$ cat config.mk
export PLATFORM = sky130hd
export DESIGN_NAME = spec_set_tracker
export DESIGN_NICKNAME = d
export VERILOG_FILES = /design/src/rtl/tracker_pkg.sv /design/src/rtl/trk_cache.sv /design/src/rtl/trk_wbuf.sv /design/src/rtl/trk_ctrl.sv /design/src/rtl/spec_set_tracker.sv
export SDC_FILE = /design/constraint.sdc
export NUM_CORES = 1
export LEC_CHECK = 0
export BUFFER_PORTS_ARGS = -buffer_cell sky130_fd_sc_hd__buf_2
export CAP_MARGIN = 40
export CORE_AREA = 5 5 247 249
export CTS_BUF_LIST = sky130_fd_sc_hd__clkbuf_2
export DETAILED_ROUTE_END_ITERATION = 8
export DIE_AREA = 0 0 252 254
export GPL_TIMING_DRIVEN = 0
export PLACE_DENSITY = 0.76
export SLEW_MARGIN = 20
export SYNTH_ARGS = -nofsm -noshare
export SYNTH_HDL_FRONTEND = slang
export SYNTH_SLANG_ARGS = --single-unit
export TNS_END_PERCENT = 50
$ cat constraint.sdc
create_clock -name clk -period 4.7 [get_ports clk]
set_clock_uncertainty 0.1 [all_clocks]
set_input_delay 0.47 -clock clk [delete_from_list [all_inputs] [get_ports clk]]
set_output_delay 0.47 -clock clk [all_outputs]
set_load 0.01 [all_outputs]
$ cat src/rtl/tracker_pkg.sv
// Shared types for the speculative read/write set tracker.
// Assumes nothing beyond a synthesizable enum encoding.
package tracker_pkg;
    typedef enum logic {
        TRK_IDLE  = 1'b0,
        TRK_DRAIN = 1'b1
    } trk_state_e;
endpackage

$ cat src/rtl/trk_cache.sv
// Direct-mapped data store, one word per line, covering the local address
// window, with one read-set mark per line.
// Assumes at most one data write per cycle and that a clear of all marks
// wins over a set on the same edge.
module trk_cache #(
    parameter int ADDR_W = 5,
    parameter int DATA_W = 16
) (
    input  logic              clk,
    input  logic              rst_n,
    input  logic [ADDR_W-1:0] rd_addr,
    output logic [DATA_W-1:0] rd_data,
    input  logic [ADDR_W-1:0] sn_addr,
    output logic              sn_rbit,
    input  logic              wr_en,
    input  logic [ADDR_W-1:0] wr_addr,
    input  logic [DATA_W-1:0] wr_data,
    input  logic              set_en,
    input  logic [ADDR_W-1:0] set_addr,
    input  logic              clr_all
);
    localparam int LINES = 1 << ADDR_W;

    logic [DATA_W-1:0] mem   [LINES];
    logic [LINES-1:0]  rbits;

    // Combinational read of data and of the snooped line's mark.
    assign rd_data = mem[rd_addr];
    assign sn_rbit = rbits[sn_addr];

    // Data array: reset to zero, single write port.
    always_ff @(posedge clk) begin
        if (!rst_n) begin
            for (int i = 0; i < LINES; i++) mem[i] <= '0;
        end else if (wr_en) begin
            mem[wr_addr] <= wr_data;
        end
    end

    // Read-set marks: bulk clear has priority over a single set.
    always_ff @(posedge clk) begin
        if (!rst_n || clr_all) rbits <= '0;
        else if (set_en)       rbits[set_addr] <= 1'b1;
    end
endmodule

$ cat src/rtl/trk_wbuf.sv
// Fully associative buffer of speculative stores.
// A write to a buffered address overwrites in place, otherwise it takes the
// lowest free slot. The caller never writes a new address while full, and
// never writes and pops on the same edge.
module trk_wbuf #(
    parameter int ADDR_W = 5,
    parameter int DATA_W = 16,
    parameter int DEPTH  = 8
) (
    input  logic              clk,
    input  logic              rst_n,
    input  logic [ADDR_W-1:0] lk_addr,
    output logic              lk_hit,
    output logic [DATA_W-1:0] lk_data,
    input  logic [ADDR_W-1:0] sn_addr,
    output logic              sn_hit,
    output logic              full,
    input  logic              wr_en,
    input  logic [DATA_W-1:0] wr_data,
    input  logic              pop_en,
    input  logic              clear,
    output logic              head_valid,
    output logic [ADDR_W-1:0] head_addr,
    output logic [DATA_W-1:0] head_data
);
    localparam int IW = (DEPTH > 1) ? $clog2(DEPTH) : 1;

    logic [DEPTH-1:0]  vld;
    logic [ADDR_W-1:0] addr_q [DEPTH];
    logic [DATA_W-1:0] data_q [DEPTH];
    logic [DEPTH-1:0]  lk_match, sn_match;
    logic [IW-1:0]     lk_idx, free_idx, head_idx;

    // Per-slot address comparators for the core and snoop ports.
    for (genvar g = 0; g < DEPTH; g++) begin : g_cmp
        assign lk_match[g] = vld[g] && (addr_q[g] == lk_addr);
        assign sn_match[g] = vld[g] && (addr_q[g] == sn_addr);
    end

    assign lk_hit     = |lk_match;
    assign sn_hit     = |sn_match;
    assign full       = &vld;
    assign head_valid = |vld;

    // Priority encoders: matching slot, lowest free slot, lowest used slot.
    always_comb begin
        lk_idx   = '0;
        free_idx = '0;
        head_idx = '0;
        for (int i = DEPTH - 1; i >= 0; i--) begin
            if (lk_match[i]) lk_idx   = IW'(i);
            if (!vld[i])     free_idx = IW'(i);
            if (vld[i])      head_idx = IW'(i);
        end
    end

    assign lk_data   = data_q[lk_idx];
    assign head_addr = addr_q[head_idx];
    assign head_data = data_q[head_idx];

    // Slot valid bits: allocate, retire at the head, or clear all.
    always_ff @(posedge clk) begin
        if (!rst_n || clear)          vld <= '0;
        else if (pop_en)              vld[head_idx] <= 1'b0;
        else if (wr_en && !lk_hit)    vld[free_idx] <= 1'b1;
    end

    // Slot contents: written in place on a hit, into a free slot otherwise.
    always_ff @(posedge clk) begin
        if (!rst_n) begin
            for (int i = 0; i < DEPTH; i++) begin
                addr_q[i] <= '0;
                data_q[i] <= '0;
            end
        end else if (wr_en && !clear) begin
            if (lk_hit) begin
                data_q[lk_idx] <= wr_data;
            end else begin
                addr_q[free_idx] <= lk_addr;
                data_q[free_idx] <= wr_data;
            end
        end
    end
endmodule

$ cat src/rtl/trk_ctrl.sv
// Commit sequencer: leaves idle on an accepted commit, retires one buffer
// entry per cycle, and pulses done on the edge where it finds the buffer empty.
// Assumes commit_go is only raised while idle.
module trk_ctrl
    import tracker_pkg::*;
(
    input  logic clk,
    input  logic rst_n,
    input  logic commit_go,
    input  logic head_valid,
    output logic busy,
    output logic pop_en,
    output logic done
);
    trk_state_e state;

    assign busy   = (state == TRK_DRAIN);
    assign pop_en = busy && head_valid;

    // State register and end-of-copy pulse.
    always_ff @(posedge clk) begin
        if (!rst_n) begin
            state <= TRK_IDLE;
            done  <= 1'b0;
        end else begin
            done <= 1'b0;
            case (state)
                TRK_IDLE:  if (commit_go) state <= TRK_DRAIN;
                TRK_DRAIN: if (!head_valid) begin
                    state <= TRK_IDLE;
                    done  <= 1'b1;
                end
                default:   state <= TRK_IDLE;
            endcase
        end
    end
endmodule

$ cat src/rtl/spec_set_tracker.sv
// Top of the speculative read/write set tracker. Ties the data store, the
// store buffer and the commit sequencer together. It detects snoop
// collisions and capacity overflow and discards the footprint on them.
// Assumes a discard (abort, collision, capacity) outranks any same-cycle
// transactional effect or commit. Commits and aborts arriving while busy
// are ignored.
module spec_set_tracker #(
    parameter int ADDR_W   = 5,
    parameter int DATA_W   = 16,
    parameter int WB_DEPTH = 8
) (
    input  logic              clk,
    input  logic              rst_n,
    input  logic              req_valid,
    input  logic              req_write,
    input  logic              req_tx,
    input  logic [ADDR_W-1:0] req_addr,
    input  logic [DATA_W-1:0] req_wdata,
    output logic              req_ready,
    output logic              rd_valid,
    output logic [DATA_W-1:0] rd_data,
    input  logic              snp_valid,
    input  logic              snp_write,
    input  logic [ADDR_W-1:0] snp_addr,
    output logic              snp_ready,
    output logic              conflict,
    input  logic              commit,
    input  logic              abort,
    output logic              busy,
    output logic              commit_done,
    output logic              cap_abort
);
    logic              ld_acc, st_acc, tx_st, snp_acc;
    logic              lk_hit, sn_hit, wb_full, sn_rbit;
    logic [DATA_W-1:0] lk_data, cache_rd;
    logic              head_valid, pop_en, commit_go;
    logic [ADDR_W-1:0] head_addr;
    logic [DATA_W-1:0] head_data;
    logic              cap_now, conf_now, discard;
    logic              c_wr_en;
    logic [ADDR_W-1:0] c_wr_addr;
    logic [DATA_W-1:0] c_wr_data;

    // Acceptance of core requests and snoops; both stall during the copy.
    assign req_ready = !busy;
    assign snp_ready = !busy;
    assign ld_acc    = req_valid && req_ready && !req_write;
    assign st_acc    = req_valid && req_ready && req_write;
    assign tx_st     = st_acc && req_tx;
    assign snp_acc   = snp_valid && snp_ready;

    // Discard causes and commit acceptance.
    assign cap_now   = tx_st && wb_full && !lk_hit;
    assign conf_now  = snp_acc && (sn_hit || (snp_write && sn_rbit));
    assign discard   = (abort && !busy) || conf_now || cap_now;
    assign commit_go = commit && !busy && !discard;

    // Data-store write port: buffer head while copying, plain stores otherwise.
    always_comb begin
        if (busy) begin
            c_wr_en   = pop_en;
            c_wr_addr = head_addr;
            c_wr_data = head_data;
        end else begin
            c_wr_en   = st_acc && !req_tx;
            c_wr_addr = req_addr;
            c_wr_data = req_wdata;
        end
    end

    trk_cache #(.ADDR_W(ADDR_W), .DATA_W(DATA_W)) u_cache (
        .clk      (clk),
        .rst_n    (rst_n),
        .rd_addr  (req_addr),
        .rd_data  (cache_rd),
        .sn_addr  (snp_addr),
        .sn_rbit  (sn_rbit),
        .wr_en    (c_wr_en),
        .wr_addr  (c_wr_addr),
        .wr_data  (c_wr_data),
        .set_en   (ld_acc && req_tx && !discard),
        .set_addr (req_addr),
        .clr_all  (discard || commit_go)
    );

    trk_wbuf #(.ADDR_W(ADDR_W), .DATA_W(DATA_W), .DEPTH(WB_DEPTH)) u_wbuf (
        .clk        (clk),
        .rst_n      (rst_n),
        .lk_addr    (req_addr),
        .lk_hit     (lk_hit),
        .lk_data    (lk_data),
        .sn_addr    (snp_addr),
        .sn_hit     (sn_hit),
        .full       (wb_full),
        .wr_en      (tx_st && !discard),
        .wr_data    (req_wdata),
        .pop_en     (pop_en),
        .clear      (discard),
        .head_valid (head_valid),
        .head_addr  (head_addr),
        .head_data  (head_data)
    );

    trk_ctrl u_ctrl (
        .clk        (clk),
        .rst_n      (rst_n),
        .commit_go  (commit_go),
        .head_valid (head_valid),
        .busy       (busy),
        .pop_en     (pop_en),
        .done       (commit_done)
    );

    // Registered load response and event pulses.
    always_ff @(posedge clk) begin
        if (!rst_n) begin
            rd_valid  <= 1'b0;
            rd_data   <= '0;
            conflict  <= 1'b0;
            cap_abort <= 1'b0;
        end else begin
            rd_valid  <= ld_acc;
            if (ld_acc) rd_data <= (req_tx && lk_hit) ? lk_data : cache_rd;
            conflict  <= conf_now;
            cap_abort <= cap_now;
        end
    end
endmodule

; ---- Word level (Yosys, flattened, before mapping)
; Memory sizes are Yosys's and may differ from the RTL's.
; Cells that the tools add are included.
[word_totals]
mem_bits_rw = 680
wordCells = 166
reg_bits = 61
in_bits = 35
out_inout_bits = 23
mem_count = 3
[op_classes]
bitwise = 5
n_mux = 66
n_reduce_logical = 61
eq_ne = 16
magnitude_cmp = 7
[mem_list]
columns = memory, depth, word_bits, read_ports, rd_ports_with_merged_regs, wr, line
row1 = u_cache.mem, 32, 16, 1, 0, 32, trk_cache.sv:24  ; logic [DATA_W-1:0] mem [LINES];
row2 = u_wbuf.data_q, 8, 16, 2, 0, 8, trk_wbuf.sv:30  ; logic [DATA_W-1:0] data_q [DEPTH];
row3 = u_wbuf.addr_q, 8, 5, 9, 0, 8, trk_wbuf.sv:29  ; logic [ADDR_W-1:0] addr_q [DEPTH];
[op_table]
columns = op, count
row1 = 2-to-1 mux 3 bit, 27
row2 = equality test 5 bit, 16
row3 = 2-to-1 mux 16 bit, 5
row4 = OR reduction 16 bit, 3
row5 = logical AND 1 bit, 39
row6 = OR 32 bit, 1
row7 = 2-to-1 mux 1 bit, 24
row8 = OR reduction 8 bit, 3
row9 = 2-to-1 mux 8 bit, 2
row10 = 2-to-1 mux 5 bit, 3
row11 = "less-than comparator 5 x 6 -> 1 bit, second input constant", 2
row12 = AND 8 bit, 1
row13 = "less-than comparator 3 x 4 -> 1 bit, second input constant", 2
row14 = NOT 8 bit, 1
row15 = OR 8 bit, 1
row16 = AND reduction 8 bit, 1
row17 = demux 1 bit (select 3 bit), 2
row18 = "greater-or-equal comparator 3 x 1 -> 1 bit, second input constant", 2
row19 = zero test 1 bit, 6
row20 = logical OR 1 bit, 6
row21 = binary-select mux 1 bit (select 5 bit), 1
row22 = demux 1 bit (select 5 bit), 1
row23 = "greater-or-equal comparator 5 x 1 -> 1 bit, second input constant", 1
row24 = OR reduction 5 bit, 1
row25 = other kinds (4), 4

; ---- Depth between registers and ports, before layout
; Gate-level depths: netlist of the first run.
[logic_depth]
ltp_word = 16
depth_mapped = 12
depth_no_buf = 8

; ---- By module
; From an unflattened synthesis of the first run, not the netlist that was laid out.
[hier_totals]
hier_cells = 2991
area_unflattened_um2 = 36940.4
[modules_own_cells]
columns = module, seq_area_each_um2, n_inst, area_per_inst_um2, cells_each
row1 = trk_cache, 16015.4, 1, 25155.4, 1922
row2 = trk_wbuf, 5205.0, 1, 10551.4, 946
row3 = spec_set_tracker, 380.4, 1, 1164.9, 116
row4 = trk_ctrl, 40.0, 1, 68.8, 7

; ---- Worst setup path after synthesis of the first run
; No wires, ideal clock.
[synth_path]
path_type = input port to flip-flop
from = input snp_addr[0]
to = memory u_wbuf.data_q[4][0], enable pin
slack_ns = 0.350
path_buffers = 2
t_required_ns = 4.189
cell_stages = 9
setup_ns = 0.411
arrival_time_ns = 3.839
cell_sequence = buf_2 > buf_4 > mux4_2 > a211oi_1 > a211o_1 > nand2_1 > nor3_2 > o2111ai_4 > o21ai_0
[synth_rtl]
columns = item, line
row1 = "start, declared", spec_set_tracker.sv:24  ; input logic [ADDR_W-1:0] snp_addr,
row2 = "end, declared", trk_wbuf.sv:30

==> results of run 1 <==
## logic make-up after synthesis
| logic type | Yosys count | share of synthesized area [%] |
|---|---|---|
| xor+xnor | 80 | 2.01 |
| mux | 239 | 12.4 |
| buf+inv | 255 | 3.20 |
| flops | 741 | 62.1 |
| simple gates | 1029 | 13.8 |
| compound gates | 329 | 6.50 |
## cell usage after synthesis, types with 41 or more instances
library cell	count	share of area [%]
sky130_fd_sc_hd__mux2i_1	83	2.4
sky130_fd_sc_hd__buf_2	41	0.59
sky130_fd_sc_hd__a21oi_1	98	1.4
sky130_fd_sc_hd__nand2_1	55	0.59
sky130_fd_sc_hd__xor2_1	49	1.2
sky130_fd_sc_hd__o21ai_0	42	0.60
sky130_fd_sc_hd__and2_1	88	1.6
sky130_fd_sc_hd__dfxtp_1	61	3.5
sky130_fd_sc_hd__mux4_2	154	10
sky130_fd_sc_hd__a22oi_1	81	1.7
sky130_fd_sc_hd__clkbuf_1	144	1.6
sky130_fd_sc_hd__nor2_1	591	6.4
sky130_fd_sc_hd__nor3_1	95	1.4
sky130_fd_sc_hd__edfxtp_1	680	59
## state kept, by name, summed over array words and instances (netlist names)
name           count
u_cache.mem      512
u_wbuf.data_q    128
u_wbuf.addr_q     40
u_cache.rbits     32
rd_data           16
u_wbuf.vld         8
cap_abort          1
conflict           1
rd_valid           1
u_ctrl.busy        1
u_ctrl.done        1
## placed cells by master (no fill, tap or decap), types with 81 or more instances in the layout
cell	n
sky130_fd_sc_hd__clkbuf_2	281
sky130_fd_sc_hd__and2_1	88
sky130_fd_sc_hd__clkbuf_1	121
sky130_fd_sc_hd__a22oi_1	81
sky130_fd_sc_hd__a21oi_1	96
sky130_fd_sc_hd__nor2_1	589
sky130_fd_sc_hd__edfxtp_1	680
sky130_fd_sc_hd__nor3_1	93
sky130_fd_sc_hd__buf_2	96
sky130_fd_sc_hd__mux4_2	154
sky130_fd_sc_hd__mux2i_1	83
## power groups by stage
stage / combinational, uW / sequential [uW] / clock, uW
2_1_floorplan: 660 / 7590 / 0
3_3_place_gp: 1080 / 7610 / 0
3_5_place_dp: 1130 / 7630 / 0
4_1_cts: 1180 / 7480 / 4290
5_1_grt: 1270 / 7500 / 4640
6_report: 1240 / 7480 / 4300
## worst min path at each step
stage / cells past startpoint / start / to / slack, ps
after floorplan: 2 / u_cache.rbits[10] / u_cache.rbits[10] / 330
after global placement: 2 / u_cache.rbits[25] / u_cache.rbits[25] / 340
after detailed placement: 2 / u_cache.rbits[12] / u_cache.rbits[12] / 360
after CTS: 7 / req_addr[0] / cap_abort / 20
after global routing: 4 / req_wdata[15] / u_cache.mem[1][15] / 60
final: 6 / commit / u_cache.rbits[0] / 90
## final cells by class
class / instances / area (sq um)
tap: 773 / 967
sequential: 741 / 21600
timing repair buffer: 159 / 1350
clock inverter: 59 / 322
buffer: 226 / 1040
fill: 4310 / 19300
clock buffer: 258 / 1290
multi-input combinational: 1677 / 12500
antenna: 8 / 20.0
inverter: 29 / 109
## stage by stage
| stage | instances | area, sq um |
|---|---|---|
| global route | 3928 | 39200 |
| detailed placement | 3524 | 36500 |
| global placement | 3493 | 36000 |
| floorplan | 2673 | 34800 |
| CTS | 3906 | 38800 |
| finish | 3930 | 39200 |
## timing repair
action                                  4_1_cts  5_1_grt
buffers inserted                              5        7
hold endpoints to repair                    729        0
endpoints found under the setup margin      565      786
pin swaps                                     3        5
hold buffers                                 60        0
resized for setup                            38       68
## per-layer routing
metal / up-vias / part of all wire [%] / GRT usage (%) / wire length, um
li1: 10800 / - / - / -
met1: 12900 / 34 / 44.2 / 38200
met2: 2158 / 46 / 53.8 / 51400
met3: 383 / 13 / 9.72 / 15000
met4: 0 / 6.1 / 17.9 / 6760
met5: - / 0 / 0 / 0
## worst min-delay path, stage by stage
cell	delay, ps
sky130_fd_sc_hd__dlygate4sd3_1	540
sky130_fd_sc_hd__buf_2	140
sky130_fd_sc_hd__inv_1	50
sky130_fd_sc_hd__o2111ai_1	100
sky130_fd_sc_hd__clkbuf_4	210
sky130_fd_sc_hd__nor2_1	100
==> impl_metrics.sql, run 1 <==
INSERT INTO impl_metrics (metric_group, metric, value, unit) VALUES
('final_layout', 'finalNetCount', '3049', ''),
('timing', 'report.final.hold_viol_count', '0', ''),
('worst_setup_path', 'worstSetupStartpointType', 'flop', ''),
('logic_synthesis', 'ys_async_sr_fraction', '0', '%'),
('logic_synthesis', 'synthCells', '2673', ''),
('worst_setup_path', 'cpMaxStageDelayCell', 'sky130_fd_sc_hd__o41ai_4', ''),
('power', 'p_int', '9350', 'uW'),
('detailed_routing', 'detail_route.vias_per_cell', '6.67', ''),
('place', 'finalWeightedCongestion', '0.993', ''),
('logic_synthesis', 'synth.yosys.warnings', '0', ''),
('power', 'ir_drop', '288', 'uV'),
('global_route', 'track_usage', '34.3', '%'),
('place', 'port_buffers', '47', ''),
('place', 'dp_hpwl', '78300', 'um'),
('floorplanning', 'die_width', '252', 'um'),
('cts', 'cts_buffers', '180', ''),
('power', 'power.share.clock', '33.0', '%'),
('timing', 'grt_setup_unrepaired', 'yes', ''),
('worst_setup_path', 'timing.critical_path.buf_inv', '5', ''),
('worst_setup_path', 'max_stage_delay', '580', 'ps'),
('cts', 'cts_root_buffer', 'sky130_fd_sc_hd__clkbuf_2', ''),
('power', 'power_switching', '3670', 'uW'),
('worst_setup_path', 'cp.required', '5660', 'ps'),
('logic_synthesis', 'synth.avg_cell_area', '13.0', 'sq um'),
('floorplanning', 'rows', '89', ''),
('power', 'design_power_total', '13000', 'uW'),
('place', 'post-place-ws', '-660', 'ps'),
('cts', 'cts_tree', 'done', ''),
('logic_synthesis', 'cell_area_synth', '34800', 'sq um'),
('worst_setup_path', 'critPathArrivalTime', '5750', 'ps'),
('power', 'p_seq_share', '57.4', '%'),
('final_layout', 'area_growth_syn_to_layout', '12.5', '%'),
('logic_synthesis', 'seq_area_frac_synth', '62.1', '%'),
('detailed_routing', 'via_count', '26200', ''),
('logic_synthesis', 'count_of_flip_flops_with_a_built_in_enable_after_synthesis', '680', ''),
('worst_setup_path', 'path_delay_family', 'buffers and inverters', ''),
('timing', 'min_period_over_period', '102', '%'),
('floorplanning', 'dieHeight', '254', 'um'),
('timing', 'number_of_slew_limit_violations_in_the_final_report', '0', ''),
('worst_setup_path', 'crit_startpoint', 'u_wbuf.vld[4]', ''),
('global_route', 'antenna_violations_before_repair', '3', ''),
('detailed_routing', 'firstDrtPassIters', '6', ''),
('worst_setup_path', 'reg2reg_to', 'u_cache.mem[20][12]', ''),
('logic_synthesis', 'dominantRegCellSynth', 'sky130_fd_sc_hd__edfxtp_1', ''),
('floorplanning', 'initial_cell_density_of_the_core', '59.6', '%'),
('worst_setup_path', 'worstPathMaxFanout', '16', ''),
('detailed_routing', 'detail_route.wl_per_cell', '28.3', 'um'),
('timing', 'setup-violations-final', '19', ''),
('global_route', 'grt_start_max_net_pins', '17', ''),
('worst_setup_path', 'endpoint_kind', 'flop', ''),
('global_route', 'grt_pass1_vias', '25700', ''),
('timing', 'relSlewSlack', '33.8', '%'),
('timing', 'fmax', '209', 'MHz'),
('logic_synthesis', 'synth.lib_cells_used.distinct', '79', ''),
('detailed_routing', 'dr.first_iter.drc_count', '3691', ''),
('worst_hold_path', 'worstHoldPathType', 'input port to flop', ''),
('final_layout', 'drive_above_1_share', '22.9', '%'),
('run_status', 'outcome', 'finished, violations left', ''),
('run_status', 'violated_checks', 'negative setup slack', ''),
('detailed_routing', 'drtAntennaViolNets', '0', ''),
('timing', 'whs', '87.1', 'ps'),
('floorplanning', 'dieArea', '64000', 'sq um'),
('cts', 'clock-sinks', '741', ''),
('detailed_routing', 'totalWireLength', '111000', 'um'),
('cts', 'clk_path_buf_depth', '3', ''),
('timing', 'finalWorstSetupSlack', '-95.1', 'ps'),
('power', 'combPwrFrac', '9.6', '%'),
('worst_setup_path', 'worstReg2RegStart', 'u_wbuf.vld[4]', ''),
('cts', 'clock_latency', '1510', 'ps'),
('power', 'cellPowerDensity', '332', 'nW/um^2'),
('worst_setup_path', 'worst-r2r-setup-slack', '-100', 'ps');
Power figures use the tool's default switching activity.
==> inputs of run 2 (changes only) <==
--- a/config.mk
+++ b/config.mk
@@ -7,14 +7,16 @@
 export LEC_CHECK = 0
 export BUFFER_PORTS_ARGS = -buffer_cell sky130_fd_sc_hd__buf_2
 export CAP_MARGIN = 40
-export CORE_AREA = 5 5 247 249
+export CORE_AREA = 5 5 255 257
 export CTS_BUF_LIST = sky130_fd_sc_hd__clkbuf_2
 export DETAILED_ROUTE_END_ITERATION = 8
-export DIE_AREA = 0 0 252 254
+export DIE_AREA = 0 0 260 262
+export GPL_ROUTABILITY_DRIVEN = 0
 export GPL_TIMING_DRIVEN = 0
 export PLACE_DENSITY = 0.76
 export SLEW_MARGIN = 20
 export SYNTH_ARGS = -nofsm -noshare
 export SYNTH_HDL_FRONTEND = slang
+export SYNTH_HIERARCHICAL = 1
 export SYNTH_SLANG_ARGS = --single-unit
 export TNS_END_PERCENT = 50
==> run 2 against run 1 <==
Effect of this change: global-route usage decreased by 1.6 points; register-to-register slack improved by 70 ps; critical endpoint is now rd_data[15]; clock power up 5.6%; first-iteration DRC count is 25% higher; routed wire length increased by 1.7%; core utilization up 0.11 points; die area up 6.4%; the run ends with design-rule violations, negative setup slack left; clock-buffer cell count up 10.
==> impl_metrics.sql, run 2 <==
INSERT INTO impl_metrics (metric_group, metric, value, unit) VALUES
('power', 'ir_drop', '246', 'uV'),
('power', 'total_leakage_power', '0.0169', 'uW'),
('worst_setup_path', 'cp.required', '6010', 'ps'),
('logic_synthesis', 'count_of_flip_flops_with_a_built_in_enable_after_synthesis', '680', ''),
('worst_setup_path', 'endpoint_kind', 'flop', ''),
('worst_setup_path', 'path_delay_family', 'buffers and inverters', ''),
('logic_synthesis', 'synth.lib_cells_used.distinct', '80', ''),
('logic_synthesis', 'ys_async_sr_fraction', '0', '%'),
('timing', 'min_period_over_period', '101', '%'),
('floorplanning', 'ioPinCount', '58', ''),
('cts', 'cts_tree', 'done', ''),
('global_route', 'antenna_violations_before_repair', '1', ''),
('timing', 'fin_crit', '4750', 'ps'),
('cts', 'ctsHtreeMaxLevel', '4', ''),
('worst_hold_path', 'worstHoldPathType', 'input port to flop', ''),
('logic_synthesis', 'synth_simple_gate_area_share', '17.1', '%'),
('final_layout', 'area_growth_syn_to_layout', '13.6', '%'),
('final_layout', 'largest_register_ff_count', '512', ''),
('global_route', 'global_route.overflow_total', '0', ''),
('worst_setup_path', 'critPathArrivalTime', '6050', 'ps'),
('logic_synthesis', 'synth.net_count', '3026', ''),
('timing', 'tightestPinTransition', '953', 'ps'),
('logic_synthesis', 'synth.largest_area_cell', 'sky130_fd_sc_hd__edfxtp_1', ''),
('run_status', 'outcome', 'finished, violations left', ''),
('place', 'placed_cells_incl_taps', '3930', ''),
('worst_setup_path', 'worstPathMaxFanout', '10', ''),
('global_route', 'grt_pass1_vias', '27400', ''),
('cts', 'clock_latency', '1460', 'ps'),
('final_layout', 'finalNetCount', '3392', ''),
('run_status', 'violated_checks', 'design-rule violations, negative setup slack', ''),
('final_layout', 'largest_registers', 'u_cache/mem (512), u_wbuf/data_q (128), u_wbuf/addr_q (40)', ''),
('power', 'cellPowerDensity', '316', 'nW/um^2'),
('place', 'post-place-ws', '-1500', 'ps'),
('final_layout', 'final_common_cell', 'sky130_fd_sc_hd__edfxtp_1', ''),
('cts', 'clock-sinks', '741', ''),
('timing', 'number_of_slew_limit_violations_in_the_final_report', '0', ''),
('floorplanning', 'dieArea', '68100', 'sq um'),
('logic_synthesis', 'dominantRegCellSynth', 'sky130_fd_sc_hd__edfxtp_1', ''),
('final_layout', 'layout.cells.most_common_list', 'sky130_fd_sc_hd__edfxtp_1, sky130_fd_sc_hd__and2_1, sky130_fd_sc_hd__mux2i_1', ''),
('floorplanning', 'die_width', '260', 'um'),
('run', 'cap_viol_max_count', '0', ''),
('worst_setup_path', 'worstSetupStartpointType', 'input port', ''),
('timing', 'fmax', '211', 'MHz'),
('detailed_routing', 'drt_drc_violations_left', '39', ''),
('final_layout', 'filler_cell_count', '4488', ''),
('logic_synthesis', 'combinational_family_with_the_most_area_after_synthesis', 'simple AND/OR/NAND/NOR gates', ''),
('timing', 'setup-tns-final', '-45.7', 'ps'),
('detailed_routing', 'dr.first_iter.drc_count', '4613', ''),
('timing', 'grt_setup_unrepaired', 'yes', ''),
('cts', 'cts_buffers', '184', ''),
('worst_setup_path', 'cp_cell_sequence', 'dlygate4sd3_1 -> dlygate4sd3_1 -> buf_2 -> buf_4 -> xor2_1 -> nor4_1 -> nand3_1 -> a211oi_1 -> o31a_1 -> clkbuf_1 -> a2111oi_0 -> nor4_1 -> mux2i_1 -> a21oi_1 -> dlygate4sd3_1', ''),
('floorplanning', 'floorplan_core_area', '62500', 'sq um'),
('worst_setup_path', 'cpMostUsedCell', 'sky130_fd_sc_hd__dlygate4sd3_1', ''),
('timing', 'relSlewSlack', '36.4', '%'),
('detailed_routing', 'detail_route.wl_per_cell', '26.0', 'um'),
('final_layout', 'drive_above_1_share', '19.3', '%'),
('detailed_routing', 'via_count', '28000', ''),
('detailed_routing', 'drtAntennaViolNets', '0', ''),
('global_route', 'track_usage', '32.7', '%'),
('logic_synthesis', 'synth_common_cells', 'sky130_fd_sc_hd__edfxtp_1, sky130_fd_sc_hd__and2_1, sky130_fd_sc_hd__mux2i_1', ''),
('timing', 'setup-violations-final', '1', ''),
('cts', 'clk_path_buf_depth', '3', ''),
('worst_setup_path', 'path_class', 'input port to flop', ''),
('logic_synthesis', 'ys_top_cells_by_area', 'sky130_fd_sc_hd__edfxtp_1, sky130_fd_sc_hd__and2_1, sky130_fd_sc_hd__mux2i_1, sky130_fd_sc_hd__dfxtp_1, sky130_fd_sc_hd__and3_1', ''),
('logic_synthesis', 'synth_compound_gate_area_share', '8.17', '%'),
('global_route', 'grt_start_max_net_pins', '17', ''),
('worst_setup_path', 'max_stage_delay', '560', 'ps'),
('place', 'dp_hpwl', '79700', 'um'),
('global_route', 'global_route_wire_length_before_repair', '167000', 'um'),
('place', 'port_buffers', '56', ''),
('detailed_routing', 'met2_wirelength_from_detailed_routing', '49200', 'um'),
('logic_synthesis', 'yosys.area.top_type_share', '55.3', '%'),
('detailed_routing', 'met3RoutedLength', '15300', 'um'),
('logic_synthesis', 'cell_area_synth', '36900', 'sq um'),
('detailed_routing', 'routed.top_layer', 'met4', ''),
('floorplanning', 'dieHeight', '262', 'um'),
('detailed_routing', 'detail_route.vias_per_cell', '6.45', ''),
('logic_synthesis', 'synthCells', '2991', ''),
('worst_setup_path', 'cpMaxStageDelayCell', 'sky130_fd_sc_hd__a211oi_1', ''),
('final_layout', 'final_util', '67.1', '%'),
('detailed_routing', 'totalWireLength', '113000', 'um'),
('cts', 'cts.reportedPaths.clkPinSlew', '120', 'ps'),
('logic_synthesis', 'synth.avg_cell_area', '12.4', 'sq um'),
('detailed_routing', 'firstDrtPassIters', '9', ''),
('logic_synthesis', 'synth.yosys.warnings', '6', ''),
('floorplanning', 'rows', '92', ''),
('detailed_routing', 'drt-met1-wl', '42400', 'um'),
('final_layout', 'finish.cell_count_without_fillers', '4350', ''),
('logic_synthesis', 'synth_most_common_cell', 'sky130_fd_sc_hd__edfxtp_1', ''),
('floorplanning', 'initial_cell_density_of_the_core', '59.1', '%'),
('worst_setup_path', 'timing.critical_path.buf_inv', '6', ''),
('logic_synthesis', 'synth.area.mux_share', '10.9', '%'),
('logic_synthesis', 'synth-adder-area-share', '0', '%'),
('timing', 'report.final.hold_viol_count', '0', ''),
('cts', 'cts_root_buffer', 'sky130_fd_sc_hd__clkbuf_2', ''),
('final_layout', 'regMostFlops', 'u_cache/mem', ''),
('timing', 'finalWorstSetupSlack', '-45.7', 'ps'),
('logic_synthesis', 'synth_xor_area_share', '1.90', '%'),
('logic_synthesis', 'number_of_flip_flops_and_latches_in_the_synthesized_netlist', '741', ''),
('logic_synthesis', 'seq_area_frac_synth', '58.6', '%');
==> run 2: changes by cell type after synthesis, moves of 21 or more <==
cell | before | now
sky130_fd_sc_hd__nor4_1 | 22 | 45
sky130_fd_sc_hd__and2_1 | 88 | 532
sky130_fd_sc_hd__nor3_1 | 95 | 26
sky130_fd_sc_hd__o221ai_1 | 0 | 21
sky130_fd_sc_hd__nor2_1 | 591 | 127
sky130_fd_sc_hd__mux4_2 | 154 | 21
sky130_fd_sc_hd__buf_2 | 41 | 63
sky130_fd_sc_hd__a2111oi_0 | 1 | 64
sky130_fd_sc_hd__mux2i_1 | 83 | 330
sky130_fd_sc_hd__and3_1 | 19 | 119
sky130_fd_sc_hd__nand2_1 | 55 | 99
==> run 2: metrics by stage <==
step                hold WS [ps]  cell area [sq um]  total power, uW
global placement             348              38300             8680
detailed placement           356              38900             8750
global route                77.3              42000            13700
finish                       144              42000            13300
CTS                         2.79              41700            13300
floorplan                    336              36900             8230
==> run 2: cell families after synthesis <==
kind of cell	after synthesis
AO/OA/AOI/OAI	425
XOR/XNOR	80
buffers and inverters	280
flip-flops	741
multiplexers	372
AND/OR/NAND/NOR	1093
==> run 2: routing by layer <==
layer  global-route usage (%)  vias up
met1                     44.5    13400
met3                     9.56      455
met4                     16.2        0
met5                        0        -
li1                         -    11900
met2                     48.7     2204
==> run 2: cell type report <==
class	count	area, sq um	share of cell area, %
Antenna cell	2	5.00	0.0119
Buffer	265	1210	2.88
Clock buffer	268	1340	3.20
Clock inverter	63	439	1.05
Inverter	12	45.0	0.107
Multi-Input combinational cell	1972	14600	34.8
Sequential cell	741	21600	51.6
Tap cell	846	1060	2.52
Timing Repair Buffer	181	1650	3.92
==> run 2: worst min-delay path, delay by kind of cell <==
kind / cells / cell delay, ps
buf+inv: 2 / 660
mux: 1 / 290
simple gates: 1 / 150
==> run 2: where the power goes <==
group          internal (uW)  switching (uW)
clock network           1880            2660
logic                    412             843
registers               7370            97.9
==> run 2: path summary, 6_finish.rpt <==
path	start	to	cells past startpoint	slack, ps
worst min-delay path	req_wdata[14]	u_cache/mem[7][14]	4	140
worst min register to register	u_cache/rbits[0]	u_cache/rbits[0]	2	390
worst max-delay path	req_addr[3]	rd_data[15]	15	-50
worst max register to register	u_wbuf/addr_q[6][2]	rd_data[15]	11	-30
==> run 2: repair_timing <==
action | 4_1_cts | 5_1_grt
pin swaps | 7 | 4
cloned | 0 | 2
buffers inserted | 8 | 7
setup endpoints to repair | 1085 | 685
hold buffers | 69 | 0
hold endpoints to repair | 560 | 0
resized for setup | 40 | 44
